**config.mk**
```make
export PLATFORM = sky130hd
export DESIGN_NAME = vms_cycle_sched
export DESIGN_NICKNAME = d
export VERILOG_FILES = /design/src/rtl/vms_pkg.sv /design/src/rtl/vms_wrap_ctr.sv /design/src/rtl/vms_timebase.sv /design/src/rtl/vms_slot_decode.sv /design/src/rtl/vms_cpu_gate.sv /design/src/rtl/vms_refresh_ctr.sv /design/src/rtl/vms_cycle_sched.sv
export SDC_FILE = /design/constraint.sdc
export NUM_CORES = 1
export LEC_CHECK = 0
export BUFFER_PORTS_ARGS = -buffer_cell sky130_fd_sc_hd__clkbuf_2
export CAP_MARGIN = 20
export CORE_MARGIN = 1.5
export CORE_UTILIZATION = 53
export CTS_BUF_LIST = sky130_fd_sc_hd__clkbuf_4 sky130_fd_sc_hd__clkbuf_8 sky130_fd_sc_hd__clkbuf_16
export DETAILED_ROUTE_END_ITERATION = 8
export PLACE_DENSITY = 0.75
export SETUP_SLACK_MARGIN = 0.02
export SLEW_MARGIN = 10
export SYNTH_ARGS = -nofsm -noshare
export SYNTH_HDL_FRONTEND = slang
export SYNTH_HIERARCHICAL = 1
export SYNTH_SLANG_ARGS = --single-unit
```
**constraint.sdc**
```tcl
create_clock -name clk -period 3 [get_ports clk]
set_clock_uncertainty 0.05 [all_clocks]
set_input_delay 0.15 -clock clk [delete_from_list [all_inputs] [get_ports clk]]
set_output_delay 0.15 -clock clk [all_outputs]
set_load 0.05 [all_outputs]
```
**src/rtl/vms_pkg.sv**
```systemverilog
package vms_pkg;

   typedef enum logic [2:0] {
      CYC_DUMMY   = 3'd0,
      CYC_CPU     = 3'd1,
      CYC_REFRESH = 3'd2,
      CYC_SLICE   = 3'd3,
      CYC_LOAD    = 3'd4
   } cyc_kind_e;

   typedef enum logic [1:0] {
      LN_INACTIVE = 2'd0,
      LN_FIRST    = 2'd1,
      LN_LAST     = 2'd2,
      LN_OTHER    = 2'd3
   } line_kind_e;

   // Width that holds values 0..max, never less than one bit.
   function automatic int cnt_width(input int max_val);
      int w;
      w = 1;
      while ((1 << w) <= max_val) w++;
      return w;
   endfunction

endpackage

```
**src/rtl/vms_wrap_ctr.sv**
```systemverilog
module vms_wrap_ctr #(
   parameter int MAX_VAL = 7,
   parameter int W       = 3
) (
   input  logic         clk,
   input  logic         rst_n,
   input  logic         clr,
   input  logic         en,
   output logic [W-1:0] cnt,
   output logic         at_max
);
   initial begin
      assert (MAX_VAL >= 0) else $error("vms_wrap_ctr: MAX_VAL must be non-negative");
      assert ((MAX_VAL >> W) == 0) else $error("vms_wrap_ctr: W too narrow for MAX_VAL");
   end

   localparam logic [W-1:0] LAST = W'(MAX_VAL);

   generate
      if (MAX_VAL == 0) begin : g_const
         assign cnt    = '0;
         assign at_max = 1'b1;
      end else begin : g_count
         logic [W-1:0] cnt_q;
         always_ff @(posedge clk or negedge rst_n) begin
            if (!rst_n) begin
               cnt_q <= '0;
            end else if (clr) begin
               cnt_q <= '0;
            end else if (en) begin
               if (cnt_q == LAST) cnt_q <= '0;
               else               cnt_q <= cnt_q + W'(1);
            end
         end
         assign cnt    = cnt_q;
         assign at_max = (cnt_q == LAST);
      end
   endgenerate

endmodule

```
**src/rtl/vms_timebase.sv**
```systemverilog
module vms_timebase
   import vms_pkg::*;
#(
   parameter int ACT_SLOTS    = 40,
   parameter int BLK_SLOTS    = 24,
   parameter int FRAME_LINES  = 312,
   parameter int ACTIVE_LINES = 250,
   parameter int ROW_LINES    = 10
) (
   input  logic       clk,
   input  logic       rst_n,
   output logic       phase,
   output logic       slot_first,
   output logic       slot_active,
   output line_kind_e line_kind
);
   localparam int LINE_SLOTS = ACT_SLOTS + BLK_SLOTS;
   localparam int SLOT_W     = cnt_width(LINE_SLOTS - 1);
   localparam int LINE_W     = cnt_width(FRAME_LINES - 1);
   localparam int ROW_W      = cnt_width(ROW_LINES - 1);

   logic              phase_q;
   logic [SLOT_W-1:0] slot_cnt;
   logic              slot_wrap;
   logic [LINE_W-1:0] line_cnt;
   logic              line_wrap;
   logic [ROW_W-1:0]  row_cnt;
   logic              row_wrap;
   logic              line_end;
   logic              frame_end;
   logic              line_shown;

   always_ff @(posedge clk or negedge rst_n) begin
      if (!rst_n) phase_q <= 1'b0;
      else        phase_q <= ~phase_q;
   end

   assign line_end  = phase_q & slot_wrap;
   assign frame_end = line_end & line_wrap;

   vms_wrap_ctr #(.MAX_VAL(LINE_SLOTS - 1), .W(SLOT_W)) i_slot_ctr (
      .clk    (clk),
      .rst_n  (rst_n),
      .clr    (1'b0),
      .en     (phase_q),
      .cnt    (slot_cnt),
      .at_max (slot_wrap)
   );

   vms_wrap_ctr #(.MAX_VAL(FRAME_LINES - 1), .W(LINE_W)) i_line_ctr (
      .clk    (clk),
      .rst_n  (rst_n),
      .clr    (1'b0),
      .en     (line_end),
      .cnt    (line_cnt),
      .at_max (line_wrap)
   );

   vms_wrap_ctr #(.MAX_VAL(ROW_LINES - 1), .W(ROW_W)) i_row_ctr (
      .clk    (clk),
      .rst_n  (rst_n),
      .clr    (frame_end),
      .en     (line_end & line_shown),
      .cnt    (row_cnt),
      .at_max (row_wrap)
   );

   assign line_shown  = (32'(line_cnt) < ACTIVE_LINES);
   assign slot_active = (32'(slot_cnt) < ACT_SLOTS);
   assign slot_first  = (slot_cnt == '0);
   assign phase       = phase_q;

   always_comb begin
      if (!line_shown)           line_kind = LN_INACTIVE;
      else if (row_cnt == '0)    line_kind = LN_FIRST;
      else if (row_wrap)         line_kind = LN_LAST;
      else                       line_kind = LN_OTHER;
   end

endmodule

```
**src/rtl/vms_slot_decode.sv**
```systemverilog
module vms_slot_decode
   import vms_pkg::*;
(
   input  logic       phase,
   input  logic       slot_first,
   input  logic       slot_active,
   input  line_kind_e line_kind,
   output cyc_kind_e  fixed_kind,
   output logic       cpu_slot
);
   logic reload_line;

   assign reload_line = (line_kind == LN_FIRST) || (line_kind == LN_LAST);

   always_comb begin
      cpu_slot   = 1'b0;
      fixed_kind = CYC_DUMMY;
      if (slot_active && reload_line) begin
         if (!phase) fixed_kind = slot_first ? CYC_DUMMY : CYC_LOAD;
         else        fixed_kind = CYC_SLICE;
      end else if (slot_active && (line_kind == LN_OTHER)) begin
         if (!phase) fixed_kind = CYC_SLICE;
         else        cpu_slot   = 1'b1;
      end else begin
         if (!phase) fixed_kind = CYC_REFRESH;
         else        cpu_slot   = 1'b1;
      end
   end

endmodule

```
**src/rtl/vms_cpu_gate.sv**
```systemverilog
module vms_cpu_gate (
   input  logic clk,
   input  logic rst_n,
   input  logic cpu_slot,
   input  logic req,
   output logic grant,
   output logic pend
);
   logic pend_q;
   logic want;

   assign want  = pend_q | req;
   assign grant = cpu_slot & want;
   assign pend  = pend_q;

   always_ff @(posedge clk or negedge rst_n) begin
      if (!rst_n) pend_q <= 1'b0;
      else        pend_q <= want & ~grant;
   end

endmodule

```
**src/rtl/vms_refresh_ctr.sv**
```systemverilog
module vms_refresh_ctr #(
   parameter int REF_W = 8
) (
   input  logic             clk,
   input  logic             rst_n,
   input  logic             step,
   output logic [REF_W-1:0] addr
);
   logic [REF_W-1:0] addr_q;

   always_ff @(posedge clk or negedge rst_n) begin
      if (!rst_n)    addr_q <= '0;
      else if (step) addr_q <= addr_q + REF_W'(1);
   end

   assign addr = addr_q;

endmodule

```
**src/rtl/vms_cycle_sched.sv**
```systemverilog
module vms_cycle_sched
   import vms_pkg::*;
#(
   parameter int ACT_SLOTS        = 40,
   parameter int BLK_SLOTS        = 24,
   parameter int FRAME_LINES      = 312,
   parameter int ACTIVE_LINES     = 250,
   parameter int ROW_LINES        = 10,
   parameter int REF_W            = 8,
   parameter int REF_PERIOD_SLOTS = 1000
) (
   input  logic             clk,
   input  logic             rst_n,
   input  logic             cpu_req,
   output logic             cpu_grant,
   output logic [2:0]       cyc_type,
   output logic [REF_W-1:0] ref_addr
);
   localparam int LINE_SLOTS    = ACT_SLOTS + BLK_SLOTS;
   localparam int REF_STATES    = 1 << REF_W;
   localparam int LINES_PER_REF = (REF_STATES + BLK_SLOTS - 1) / (BLK_SLOTS > 0 ? BLK_SLOTS : 1);

   initial begin
      assert (ACT_SLOTS > 0)  else $error("vms_cycle_sched: ACT_SLOTS must be positive");
      assert (BLK_SLOTS > 0)  else $error("vms_cycle_sched: BLK_SLOTS must be positive");
      assert (ROW_LINES >= 2) else $error("vms_cycle_sched: ROW_LINES must be at least 2");
      assert (ACTIVE_LINES > 0 && ACTIVE_LINES < FRAME_LINES)
         else $error("vms_cycle_sched: ACTIVE_LINES out of range");
      assert (REF_W >= 1 && REF_W <= 16) else $error("vms_cycle_sched: REF_W out of range");
      assert (LINES_PER_REF * LINE_SLOTS <= REF_PERIOD_SLOTS)
         else $error("vms_cycle_sched: refresh sweep exceeds REF_PERIOD_SLOTS");
   end

   logic       phase;
   logic       slot_first;
   logic       slot_active;
   line_kind_e line_kind;
   cyc_kind_e  fixed_kind;
   cyc_kind_e  cur_kind;
   logic       cpu_slot;
   logic       grant;
   logic       pend_q;

   vms_timebase #(
      .ACT_SLOTS    (ACT_SLOTS),
      .BLK_SLOTS    (BLK_SLOTS),
      .FRAME_LINES  (FRAME_LINES),
      .ACTIVE_LINES (ACTIVE_LINES),
      .ROW_LINES    (ROW_LINES)
   ) i_timebase (
      .clk         (clk),
      .rst_n       (rst_n),
      .phase       (phase),
      .slot_first  (slot_first),
      .slot_active (slot_active),
      .line_kind   (line_kind)
   );

   vms_slot_decode i_decode (
      .phase       (phase),
      .slot_first  (slot_first),
      .slot_active (slot_active),
      .line_kind   (line_kind),
      .fixed_kind  (fixed_kind),
      .cpu_slot    (cpu_slot)
   );

   vms_cpu_gate i_cpu_gate (
      .clk      (clk),
      .rst_n    (rst_n),
      .cpu_slot (cpu_slot),
      .req      (cpu_req),
      .grant    (grant),
      .pend     (pend_q)
   );

   always_comb begin
      if (cpu_slot) cur_kind = grant ? CYC_CPU : CYC_DUMMY;
      else          cur_kind = fixed_kind;
   end

   vms_refresh_ctr #(.REF_W(REF_W)) i_refresh (
      .clk   (clk),
      .rst_n (rst_n),
      .step  (cur_kind == CYC_REFRESH),
      .addr  (ref_addr)
   );

   assign cpu_grant = grant;
   assign cyc_type  = cur_kind;

endmodule

```
==> summary.md, run 1 <==
| Metric | Value |
|---|---|
| Outcome | finished, final reports clean |
| TritonCTS clock tree | yes |
| First-pass GRT wire length | 5190 µm |
| Leakage power summed over all cells | 0.000958 µW |
| Count of flip-flops with a built-in enable after synthesis | 0 |
| Post-detailed-placement half-perimeter wirelength | 2230 µm |
| Clk Tree Root Cell | sky130_fd_sc_hd__clkbuf_4 |
| Worst hold path cell count | 2 |
| Register share of total power | 51.2% |
| Gr ovfl total | 0 |
| Worst endpoint data arrival time | 2620 ps |
| Kind of start point of the critical path | flop |
| Worst relative slew slack | 52.7% |
| Path depth of the worst reg2reg path | 9 |
| Layout Utilization | 64.5% |
| Number of nets in the layout | 204 |
| Post-route antenna net violation count | 0 |
| Starting DRT DRC Count | 45 |
| Clock Sinks | 29 |
| Post-Synth Simple-Gate Area | 24.6% |
| Maximum buffer depth of the clock tree | 2 |
| Number of buffers inserted by port buffering | 14 |
| Flops & latches, synth | 29 |
| Internal power consumption | 622 µW |
| Synthesized area | 1660 µm² |
| Number of detailed-route iterations in the first pass | 4 |
| Clock transition time at the flip-flop clock pins of the worst setup and hold paths | 90 ps |
| Switching Power | 183 µW |
| Final total power | 805 µW |
| Peak supply drop | 0.000291 V |
| X dimension of the die | 59.0 µm |
| Number of vias after detailed routing | 1,325 |
| H-Tree Depth | 2 |
| Clock network fraction of total power | 41.8% |
| Switch share | 22.8% |
| Placeable core area | 3000 µm² |
| Die height | 59.0 µm |
| Area Growth Syn to Fin | 16.6% |
| Share of Yosys cell area claimed by the top area cell type | 43.7% |
| Number of setup violations in the final report | 0 |
| Avg Vias per Cell | 5.81 |
| Hold Violations, Final | 0 |
| Fraction of power consumed by combinational cells | 7.0% |
| Total length of routed wires | 3170 µm |
| Clock Latency Late Sink | 330 ps |
| Required time of the critical path | 2800 ps |
| Fmax | 354 MHz |
| Placer congestion estimate | 0.801 |
| Total number of placement rows | 20 |
| Number of distinct library cell variants in the gate-level netlist after synthesis | 46 |
| Multiplexer share of the synthesized area | 3.47% |
| Library cell with the largest summed area after synthesis | sky130_fd_sc_hd__dfrtp_1 |
| Terminating pin of the worst hold path | i_cpu_gate/pend$_DFF_PN0_ |
| Total DRC errors in the routed layout | 0 |
| Top_reg_cell synth | sky130_fd_sc_hd__dfrtp_1 |
| Mapped Avg Cell Area | 10.1 µm² |
| Adder-cell area share of the yosys netlist | 5.28% |
| Share of synthesized area occupied by flip-flops and latches | 43.7% |
| Transition time at the pin with the least slew margin | 706 ps |
| Setup repair after global routing missed its margin | false |
| Dominant combinational cell family by area after synthesis | simple AND/OR/NAND/NOR gates |
| Maxcap violations | 0 |
| Synthesized instance count | 164 |
| Compound-gate portion of the synthesized area | 12.4% |
| Kind of end point of the critical path | output port |
| Async set or reset register ratio after synthesis | 100% |
| Maximum number of pins on one net before global-route repair | 30 |
| Wire length per cell after detailed routing | 13.9 µm |
| DIE AREA | 3480 µm² |
| Critical Setup Path Class | reg -> out |
| XOR/XNOR Fraction of Synth Area | 7.91% |
| Fraction of final layout cells sized beyond drive strength 1 | 22.1% |
| Yosys warning total | 6 |
| Cell with the most instances after synthesis | sky130_fd_sc_hd__dfrtp_1 |
| FF-to-FF Start | i_timebase/i_row_ctr/cnt[0]$_DFFE_PN0P_ |
| Initial core utilization | 55.3% |
| Reg2Reg Setup Slack | 250 ps |
| I/O pin total | 15 |
| Total negative slack | 0 ps |
| Min-delay worst type | in -> reg |
| Initial antenna violation count | 0 |
| Final worst path period share | 94.1% |
| Worst hold start | cpu_req |
| Pins over their slew limit | 0 |
| GRT Resource Usage Total | 20.1% |
| Number of global-route vias before repair | 1,178 |
| Number of CTS-inserted buffers | 5 |
| Cells taking the most area after synthesis | sky130_fd_sc_hd__dfrtp_1 (44%), sky130_fd_sc_hd__ha_1 (5.3%), sky130_fd_sc_hd__xor2_1 (4.7%), sky130_fd_sc_hd__nand2_1 (3.6%), sky130_fd_sc_hd__xnor2_1 (3.2%) |
| Number of inserted diodes | 0 |
| Power density over cell area | 416 nW/µm² |
| Final Critical Period | 2820 ps |
| Critical R2R Capture | i_refresh/addr[7]$_DFFE_PN0P_ |
| Most numerous cell types in the synthesized netlist | sky130_fd_sc_hd__dfrtp_1 (29), sky130_fd_sc_hd__nand2_1 (16), sky130_fd_sc_hd__nor2_1 (13), sky130_fd_sc_hd__xor2_1 (9) |
| Worst-path maximum fanout | 5 |
-- cells in the final DEF (no fill, tap or decap), types with 3 or more instances in the layout --
master                     netlist  layout
sky130_fd_sc_hd__a211oi_1        3       3
sky130_fd_sc_hd__a21oi_1         5       5
sky130_fd_sc_hd__and2b_2         3       3
sky130_fd_sc_hd__and3_1          4       4
sky130_fd_sc_hd__buf_4           2       4
sky130_fd_sc_hd__clkbuf_2        0      13
sky130_fd_sc_hd__clkbuf_4        0       6
sky130_fd_sc_hd__conb_1          1       7
sky130_fd_sc_hd__dfrtp_1        29      27
sky130_fd_sc_hd__ha_1            7       6
sky130_fd_sc_hd__inv_1           7       7
sky130_fd_sc_hd__nand2_1        16      16
sky130_fd_sc_hd__nand2b_1        3       3
sky130_fd_sc_hd__nand3_1         4       4
sky130_fd_sc_hd__nand3b_1        3       3
sky130_fd_sc_hd__nand4_1         4       4
sky130_fd_sc_hd__nor2_1         13      13
sky130_fd_sc_hd__nor3_1          5       5
sky130_fd_sc_hd__o21ai_0         5       5
sky130_fd_sc_hd__or3_1           3       3
sky130_fd_sc_hd__xnor2_1         6       6
sky130_fd_sc_hd__xor2_1          9       9
-- layer usage --
layer / global-route usage, % / wire, µm / up-vias
li1: - / - / 648
met4: 9.09 / 60 / 0
met1: 26.1 / 1360 / 639
met3: 6.99 / 152 / 6
met5: 0 / 0 / -
met2: 30.5 / 1590 / 32
-- how the worst max path moves through the flow --
stage	slack (ps)	endpoint	startpoint	cells after the start
floorplan	230	cyc_type[0]	i_timebase/i_row_ctr/cnt[1]$_DFFE_PN0P_	7
global placement	310	i_refresh/addr[5]$_DFFE_PN0P_	i_timebase/i_row_ctr/cnt[0]$_DFFE_PN0P_	10
detailed placement	240	i_refresh/addr[5]$_DFFE_PN0P_	i_timebase/i_row_ctr/cnt[1]$_DFFE_PN0P_	10
CTS	50	cyc_type[0]	i_timebase/i_row_ctr/cnt[0]$_DFFE_PN0P_	7
global route	30	cyc_type[0]	i_timebase/i_row_ctr/cnt[0]$_DFFE_PN0P_	7
finish	180	cyc_type[0]	i_timebase/i_row_ctr/cnt[0]$_DFFE_PN0P_	7
-- critical path, stage by stage (launching register included) --
cell and delay (ps):
sky130_fd_sc_hd__dfrtp_2 440, sky130_fd_sc_hd__or4_1 520, sky130_fd_sc_hd__a221oi_2 230, sky130_fd_sc_hd__ha_1 300, sky130_fd_sc_hd__nor4bb_2 290, sky130_fd_sc_hd__a31o_1 190, sky130_fd_sc_hd__mux2_4 170, sky130_fd_sc_hd__buf_6 150
-- state kept, by name (all words and copies together), names as in the netlist --
name	count
i_timebase/i_slot_ctr/cnt	6
i_cpu_gate/pend	1
i_timebase/i_row_ctr/cnt	4
i_timebase/i_line_ctr/cnt	9
i_timebase/phase	1
i_refresh/addr	8
-- through the flow --
step                      setup WS (ps)  instances  hold WS [ps]  area, µm²
after floorplan                     226        170          -196       1680
after global placement              310        216           185       1790
after detailed placement            242        216           189       1790
after CTS                          52.8        225          19.5       1890
after global routing               26.2        228          31.8       1940
final                               176        228          29.4       1940
-- layout make-up --
type,instances,area [µm²]
clock inverters,1,30.0
well taps,33,41.3
clock buffers,7,58.8
fillers,251,1070
repair buffers,19,116
multi-input cells,132,935
flip-flops and latches,29,728
inverters,7,26.3
-- logic make-up (layout without fill, tap and decap cells) --
logic type / count (synthesis) / count (layout)
buf+inv: 9 / 34
fa+ha+maj: 7 / 7
mux: 5 / 5
compound gates: 28 / 28
simple gates: 70 / 70
xor+xnor: 15 / 15
other cells: 1 / 7
flops: 29 / 29
-- timing repair --
item	CTS	global route
setup endpoints to repair	1	4
setup buffers	0	3
hold buffers	1	0
endpoints found under the hold margin	29	0
pin swaps	0	2
gates resized for setup	2	6
-- power groups by stage --
stage	Clock, µW	Sequential, µW	Combinational (µW)
floorplan	0	437	18.1
global placement	0	419	54.8
detailed placement	0	419	56.0
CTS	346	412	57.1
global route	362	414	61.7
finish	337	412	56.3
No activity file was read; power rests on OpenSTA's default activity.
==> run 2: changes to the inputs <==
--- a/config.mk
+++ b/config.mk
@@ -6,7 +6,6 @@
 export NUM_CORES = 1
 export LEC_CHECK = 0
 export BUFFER_PORTS_ARGS = -buffer_cell sky130_fd_sc_hd__clkbuf_2
-export CAP_MARGIN = 20
 export CORE_MARGIN = 1.5
 export CORE_UTILIZATION = 53
 export CTS_BUF_LIST = sky130_fd_sc_hd__clkbuf_4 sky130_fd_sc_hd__clkbuf_8 sky130_fd_sc_hd__clkbuf_16
==> constraint.sdc (replaced) <==
create_clock -name clk -period 3 [get_ports clk]
set_clock_uncertainty 0.05 [all_clocks]
set_input_delay 0.6 -clock clk [delete_from_list [all_inputs] [get_ports clk]]
set_output_delay 0.6 -clock clk [all_outputs]
set_load 0.05 [all_outputs]
==> run 2 against run 1 <==
The flow now finishes with violations (setup timing). Clock power decreased by 39%. Critical path depth unchanged. Design area rose by 4.1%. First-iteration DRC count grew 24%. Flip-flop and latch count is the same. Sequential share of layout area fell by 1.6 points.
==> summary.md, run 2 (synthesis gave the netlist of run 1 again) <==
| Metric | Value |
|---|---|
| Min-delay worst type | in -> async |
| Maxcap violations | 0 (unchanged) |
| Fin worst setup slack | -316 ps (-492 ps) |
| Maximum number of pins on one net before global-route repair | 30 (unchanged) |
| Violations in the final reports | setup timing |
| FF-to-FF Start | i_timebase/i_row_ctr/cnt[0]$_DFFE_PN0P_ |
| X dimension of the die | 59.0 µm (unchanged) |
| Post-detailed-placement half-perimeter wirelength | 2450 µm (+9.8%) |
| Post-route antenna net violation count | 0 (unchanged) |
| Most common library cell in the layout ignoring fill and taps | sky130_fd_sc_hd__dfrtp_1 |
| Number of setup violations in the final report | 4 (+4) |
| Worst endpoint data arrival time | 2670 ps (+50 ps) |
| Area Growth Syn to Fin | 21.4% |
| Total DRC errors in the routed layout | 0 (unchanged) |
| Multi-input gate area in the final layout | 962 µm² (+2.9%) |
| Leakage power summed over all cells | 0.00100 µW (+4.6%) |
| First-pass GRT wire length | 6120 µm (+18%) |
| Outcome | finished, violations left |
| Switch share | 27.0% (+4.3 points) |
| Clk Tree Root Cell | sky130_fd_sc_hd__clkbuf_4 |
| Worst relative slew slack | 51.7% (-1.0 points) |
| Number of nets in the layout | 211 (+3.4%) |
| DIE AREA | 3480 µm² (unchanged) |
| # fillers | 220 (-12%) |
| Kind of end point of the critical path | output port |
| Placer congestion estimate | 0.844 (+5.4%) |
| Clock Latency Late Sink | 330 ps (about the same) |
| Clock network fraction of total power | 30.4% (-11 points) |
| Wire length per cell after detailed routing | 16.1 µm (+15%) |
| Die height | 59.0 µm (unchanged) |
| Number of inserted diodes | 0 (unchanged) |
| Fraction of power consumed by combinational cells | 8.3% (+1.3 points) |
| H-Tree Depth | 2 (unchanged) |
| Clock Sinks | 29 (unchanged) |
| Number of global-route vias before repair | 1,348 (+14%) |
| Initial antenna violation count | 0 (unchanged) |
| Layout Utilization | 67.1% (+2.7 points) |
| Sequential standard cell area | 726 µm² (-0.34%) |
| Critical Setup Path Class | reg -> out |
| Number of vias after detailed routing | 1,392 (+5.1%) |
| Switching Power | 183 µW (-0.18%) |
| Final total power | 677 µW (-16%) |
| Clock transition time at the flip-flop clock pins of the worst setup and hold paths | 80 ps (about the same) |
| Kind of start point of the critical path | flop |
| Avg Vias per Cell | 5.97 (+2.8%) |
| Total length of routed wires | 3740 µm (+18%) |
| Final Critical Period | 3320 ps (+492 ps) |
| Worst-path maximum fanout | 4 (-1) |
| Number of detailed-route iterations in the first pass | 4 (unchanged) |
| Register share of total power | 61.3% (+10 points) |
| Hold Violations, Final | 0 (unchanged) |
| GRT Resource Usage Total | 23.6% (+3.5 points) |
| I/O pin total | 15 (unchanged) |
| Number of flip-flops in the largest register | 9 (unchanged) |
| Setup repair after global routing missed its margin | true |
| Placeable core area | 3000 µm² (unchanged) |
| Fmax | 302 MHz (-15%) |
| Number of CTS-inserted buffers | 5 (unchanged) |
| Pins over their slew limit | 0 (unchanged) |
| Source of the critical timing path | i_timebase/i_row_ctr/cnt[0]$_DFFE_PN0P_ |
| Final worst path period share | 111% (+16 points) |
| Transition time at the pin with the least slew margin | 725 ps (+19.4 ps) |
| Starting DRT DRC Count | 56 (+24%) |
| Maximum buffer depth of the clock tree | 2 (unchanged) |
| Power density over cell area | 336 nW/µm² (-19%) |
| TritonCTS clock tree | yes |
| Number of buffers inserted by port buffering | 14 (unchanged) |
| Fraction of final layout cells sized beyond drive strength 1 | 25.0% (+2.9 points) |
| Required time of the critical path | 2350 ps (-450 ps) |
| Most used cells in the layout excluding fill and tap cells | sky130_fd_sc_hd__dfrtp_1 (29), sky130_fd_sc_hd__nand2_1 (15), sky130_fd_sc_hd__nor2_1 (12) |
| Count of hold buffers inserted by post-cts repair | 0 (-1) |
| Initial core utilization | 55.3% (unchanged) |
| Gr ovfl total | 0 (unchanged) |
| Internal power consumption | 494 µW (-21%) |
| Peak supply drop | 0.000270 V (-7.1%) |
| Total number of placement rows | 20 (unchanged) |
==> run 2: repair_timing <==
item,CTS,global route
buffers inserted,1,3
endpoints found under the setup margin,4,8
pin swaps,1,7
resized for setup,13,8
==> run 2: per-layer routing <==
layer	track usage, %	wire length (µm)	vias up
met1	29.7	1550	684
met5	0	0	-
met4	9.42	58	0
li1	-	-	665
met2	38.4	1970	36
met3	6.77	162	7
==> run 2: power by group through the flow <==
stage | logic [µW] | clock network (µW) | registers, µW
floorplan | 18.1 | 0 | 437
global placement | 54.1 | 0 | 419
detailed placement | 56.1 | 0 | 420
CTS | 55.8 | 213 | 412
global route | 63.0 | 228 | 416
finish | 56.4 | 206 | 415
==> run 2: final timing paths <==
| path | cells past startpoint | slack, ps | to |
|---|---|---|---|
| worst min register to register | 1 | 430 | i_refresh/addr[7]$_DFFE_PN0P_ |
| min in group clk | 1 | 430 | i_refresh/addr[7]$_DFFE_PN0P_ |
| worst max register to register | 10 | 100 | i_refresh/addr[7]$_DFFE_PN0P_ |
| worst min-delay path | 1 | 260 | i_timebase/i_row_ctr/cnt[2]$_DFFE_PN0P_ |
| max in group asynchronous | 1 | 2170 | i_timebase/i_line_ctr/cnt[2]$_DFFE_PN0P_ |
| worst max-delay path | 7 | -320 | cyc_type[0] |
==> run 2: critical path: stages (launching register included) <==
cell and delay, ps:
sky130_fd_sc_hd__dfrtp_1 420, sky130_fd_sc_hd__or4_4 530, sky130_fd_sc_hd__a221oi_2 270, sky130_fd_sc_hd__ha_1 300, sky130_fd_sc_hd__nor4bb_1 310, sky130_fd_sc_hd__a31o_1 190
sky130_fd_sc_hd__mux2_4 170, sky130_fd_sc_hd__buf_8 140
==> run 2: layout make-up <==
type | instances | area share, %
clock inverters | 1 | 0.248
repair buffers | 26 | 10.8
clock buffers | 5 | 1.86
multi-input cells | 132 | 47.7
well taps | 33 | 2.05
flip-flops and latches | 29 | 36.0
inverters | 7 | 1.30
==> run 2: per-stage QoR <==
stage	std cells	setup slack (ps)	hold WS [ps]	TNS [ps]	area, µm²
global route	233	-416	306	-1470	2020
CTS	230	-245	269	-731	1960
global placement	223	4.22	413	0	1850
finish	233	-316	263	-971	2020
detailed placement	223	-78.5	425	-136	1850
floorplan	170	42.7	254	0	1690
==> run 3: changes to the inputs <==
--- a/config.mk
+++ b/config.mk
@@ -7,10 +7,10 @@
 export LEC_CHECK = 0
 export BUFFER_PORTS_ARGS = -buffer_cell sky130_fd_sc_hd__clkbuf_2
 export CORE_MARGIN = 1.5
-export CORE_UTILIZATION = 53
+export CORE_UTILIZATION = 45
 export CTS_BUF_LIST = sky130_fd_sc_hd__clkbuf_4 sky130_fd_sc_hd__clkbuf_8 sky130_fd_sc_hd__clkbuf_16
 export DETAILED_ROUTE_END_ITERATION = 8
-export PLACE_DENSITY = 0.75
+export PLACE_DENSITY = 0.66
 export SETUP_SLACK_MARGIN = 0.02
 export SLEW_MARGIN = 10
 export SYNTH_ARGS = -nofsm -noshare
==> run 3 against run 2 <==
The flow still finishes with violations (setup timing). Die area grew 17%. Sequential share of layout area shrank 2.2 points. Critical endpoint unchanged. Maximum frequency grew 2.8%. Register-to-register slack gained 50 ps. Flip-flop and latch count is the same. Non-clock buffer count grew 7. Global-route usage shrank 4.5 points. Via count shrank 0.29%. Count of clock-buffer cells in the layout grew 2. Design area grew 6.6%. Total power grew 22%.
==> summary.md, run 3 (synthesis gave the netlist of run 1 again) <==
| Metric | Value |
|---|---|
| Total DRC errors in the routed layout | 0 (unchanged) |
| Pins over their slew limit | 0 (unchanged) |
| Wire length per cell after detailed routing | 14.2 µm (-12%) |
| Most common library cell in the layout ignoring fill and taps | sky130_fd_sc_hd__dfrtp_1 |
| Maximum buffer depth of the clock tree | 2 (unchanged) |
| Initial core utilization | 48.2% (-7.1 points) |
| Number of nets in the layout | 218 (+3.3%) |
| Clock transition time at the flip-flop clock pins of the worst setup and hold paths | 60 ps (-20 ps) |
| Placer congestion estimate | 0.834 (-1.2%) |
| Critical R2R Capture | i_refresh/addr[5]$_DFFE_PN0P_ |
| Maximum number of pins on one net before global-route repair | 30 (unchanged) |
| FF-to-FF Start | i_timebase/i_row_ctr/cnt[1]$_DFFE_PN0P_ |
| Multi-input gate area in the final layout | 967 µm² (+0.52%) |
| Worst relative slew slack | 50.5% (-1.2 points) |
| Maxcap violations | 0 (unchanged) |
| Setup repair after global routing missed its margin | true |
| Worst endpoint data arrival time | 2580 ps (-90 ps) |
| Critical Setup Path Class | reg -> out |
| Final worst path period share | 108% (-3.0 points) |
| Worst-path maximum fanout | 3 (-1) |
| X dimension of the die | 63.7 µm (+8.1%) |
| Outcome | finished, violations left |
| Number of CTS-inserted buffers | 5 (unchanged) |
| TritonCTS clock tree | yes |
| Number of flip-flops in the largest register | 9 (unchanged) |
| Fraction of final layout cells sized beyond drive strength 1 | 29.2% (+4.2 points) |
| Avg Vias per Cell | 5.44 (-8.9%) |
| Fin worst setup slack | -226 ps (+90.0 ps) |
| Clock Latency Late Sink | 280 ps (-50 ps) |
| # fillers | 281 (+28%) |
| Number of buffers inserted by port buffering | 14 (unchanged) |
| Kind of end point of the critical path | output port |
| Starting DRT DRC Count | 57 (+1.8%) |
| Total length of routed wires | 3620 µm (-3.2%) |
| Count of hold buffers inserted by post-cts repair | 0 (unchanged) |
| Total number of placement rows | 21 (+5.0%) |
| Leakage power summed over all cells | 0.00107 µW (+6.4%) |
| Post-route antenna net violation count | 0 (unchanged) |
| Sequential standard cell area | 726 µm² (unchanged) |
| DIE AREA | 4060 µm² (+17%) |
| Number of inserted diodes | 0 (unchanged) |
| Peak supply drop | 0.000256 V (-5.2%) |
| Path depth of the worst reg2reg path | 10 (unchanged) |
| Total negative slack | -572 ps (+400 ps) |
| H-Tree Depth | 2 (unchanged) |
| Initial antenna violation count | 0 (unchanged) |
| GRT Resource Usage Total | 19.1% (-4.5 points) |
| Number of global-route vias before repair | 1,351 (+0.22%) |
| Gr ovfl total | 0 (unchanged) |
| Hold Violations, Final | 0 (unchanged) |
| Transition time at the pin with the least slew margin | 743 ps (+18.2 ps) |
| Clock Sinks | 29 (unchanged) |
| Number of detailed-route iterations in the first pass | 4 (unchanged) |
| First-pass GRT wire length | 6020 µm (-1.7%) |
| Kind of start point of the critical path | flop |
| Reg2Reg Setup Slack | 150 ps (+50 ps) |
| Number of setup violations in the final report | 4 (unchanged) |
| Violations in the final reports | setup timing |
| Min-delay worst type | in -> async |
| Most used cells in the layout excluding fill and tap cells | sky130_fd_sc_hd__dfrtp_1 (29), sky130_fd_sc_hd__buf_4 (18), sky130_fd_sc_hd__nand2_1 (15) |
| Area Growth Syn to Fin | 29.5% |
| Number of vias after detailed routing | 1,388 (-0.29%) |
| I/O pin total | 15 (unchanged) |
| Fmax | 310 MHz (+2.8%) |
| Placeable core area | 3440 µm² (+15%) |
| Final Critical Period | 3230 ps (-90.0 ps) |
| Required time of the critical path | 2350 ps (about the same) |
| Clk Tree Root Cell | sky130_fd_sc_hd__clkbuf_8 |
| Pre-CTS setup slack | -81.1 ps (-2.59 ps) |
| Post-detailed-placement half-perimeter wirelength | 2380 µm (-3.0%) |
| Power density over cell area | 384 nW/µm² (+14%) |
| Die height | 63.7 µm (+8.1%) |
==> run 3: repair_timing <==
action / in CTS / in global routing
endpoints found under the setup margin: 4 / 8
setup buffers: 7 / 4
gates resized for setup: 14 / 5
pin swaps: 1 / 4
==> run 3: power breakdown <==
part	leakage, µW	internal (µW)	switching [µW]
clock network	0.0000542	207	150
registers	0.000391	399	13.0
logic	0.000620	14.1	41.9
==> run 3: worst max-delay path by stage <==
stage	cells past startpoint	from	slack, ps	end
3_5_place_dp	8	i_timebase/i_row_ctr/cnt[0]$_DFFE_PN0P_	-80	cyc_type[0]
2_1_floorplan	7	i_timebase/i_row_ctr/cnt[1]$_DFFE_PN0P_	40	cyc_type[0]
6_report	7	i_timebase/i_row_ctr/cnt[1]$_DFFE_PN0P_	-230	cyc_type[0]
5_1_grt	11	i_timebase/i_row_ctr/cnt[1]$_DFFE_PN0P_	-300	cyc_type[0]
4_1_cts	8	i_timebase/i_row_ctr/cnt[1]$_DFFE_PN0P_	-170	cyc_type[0]
3_3_place_gp	7	i_timebase/i_row_ctr/cnt[0]$_DFFE_PN0P_	-20	cyc_type[0]
==> run 3: cell type report <==
class                      count  share of cell area [%]
clock buffer                   7                    4.48
inverter                       7                    1.22
clock inverter                 1                   0.233
sequential                    29                    33.8
timing repair buffer          33                    12.6
tap                           46                    2.68
multi-input combinational    132                    45.0
==> run 3: metrics by stage <==
| stage | util (%) | power (µW) | area [µm²] | cells | hold slack (ps) |
|---|---|---|---|---|---|
| detailed placement | 54.6 | 474 | 1880 | 236 | 421 |
| global route | 62.5 | 863 | 2150 | 255 | 357 |
| floorplan | - | 455 | 1690 | 170 | 254 |
| CTS | 61.1 | 836 | 2100 | 251 | 343 |
| global placement | 54.6 | 473 | 1880 | 236 | 405 |
| finish | 62.5 | 825 | 2150 | 255 | 320 |
==> run 3: worst max-delay path: stages, from the launching register on <==
cell and delay, ps:
sky130_fd_sc_hd__dfrtp_1 400, sky130_fd_sc_hd__or4_4 540, sky130_fd_sc_hd__a221oi_2 240, sky130_fd_sc_hd__ha_1 310, sky130_fd_sc_hd__nor4bb_1 300, sky130_fd_sc_hd__a31o_1 170
sky130_fd_sc_hd__mux2_4 160, sky130_fd_sc_hd__clkbuf_16 150
==> run 3: routing by layer <==
metal	GRT usage (%)	up-vias	part of all wire [%]
li1	-	675	-
met1	23.1	687	44
met2	32.5	20	51
met3	6.87	6	4.3
met4	4.89	0	0.99
met5	0	-	0
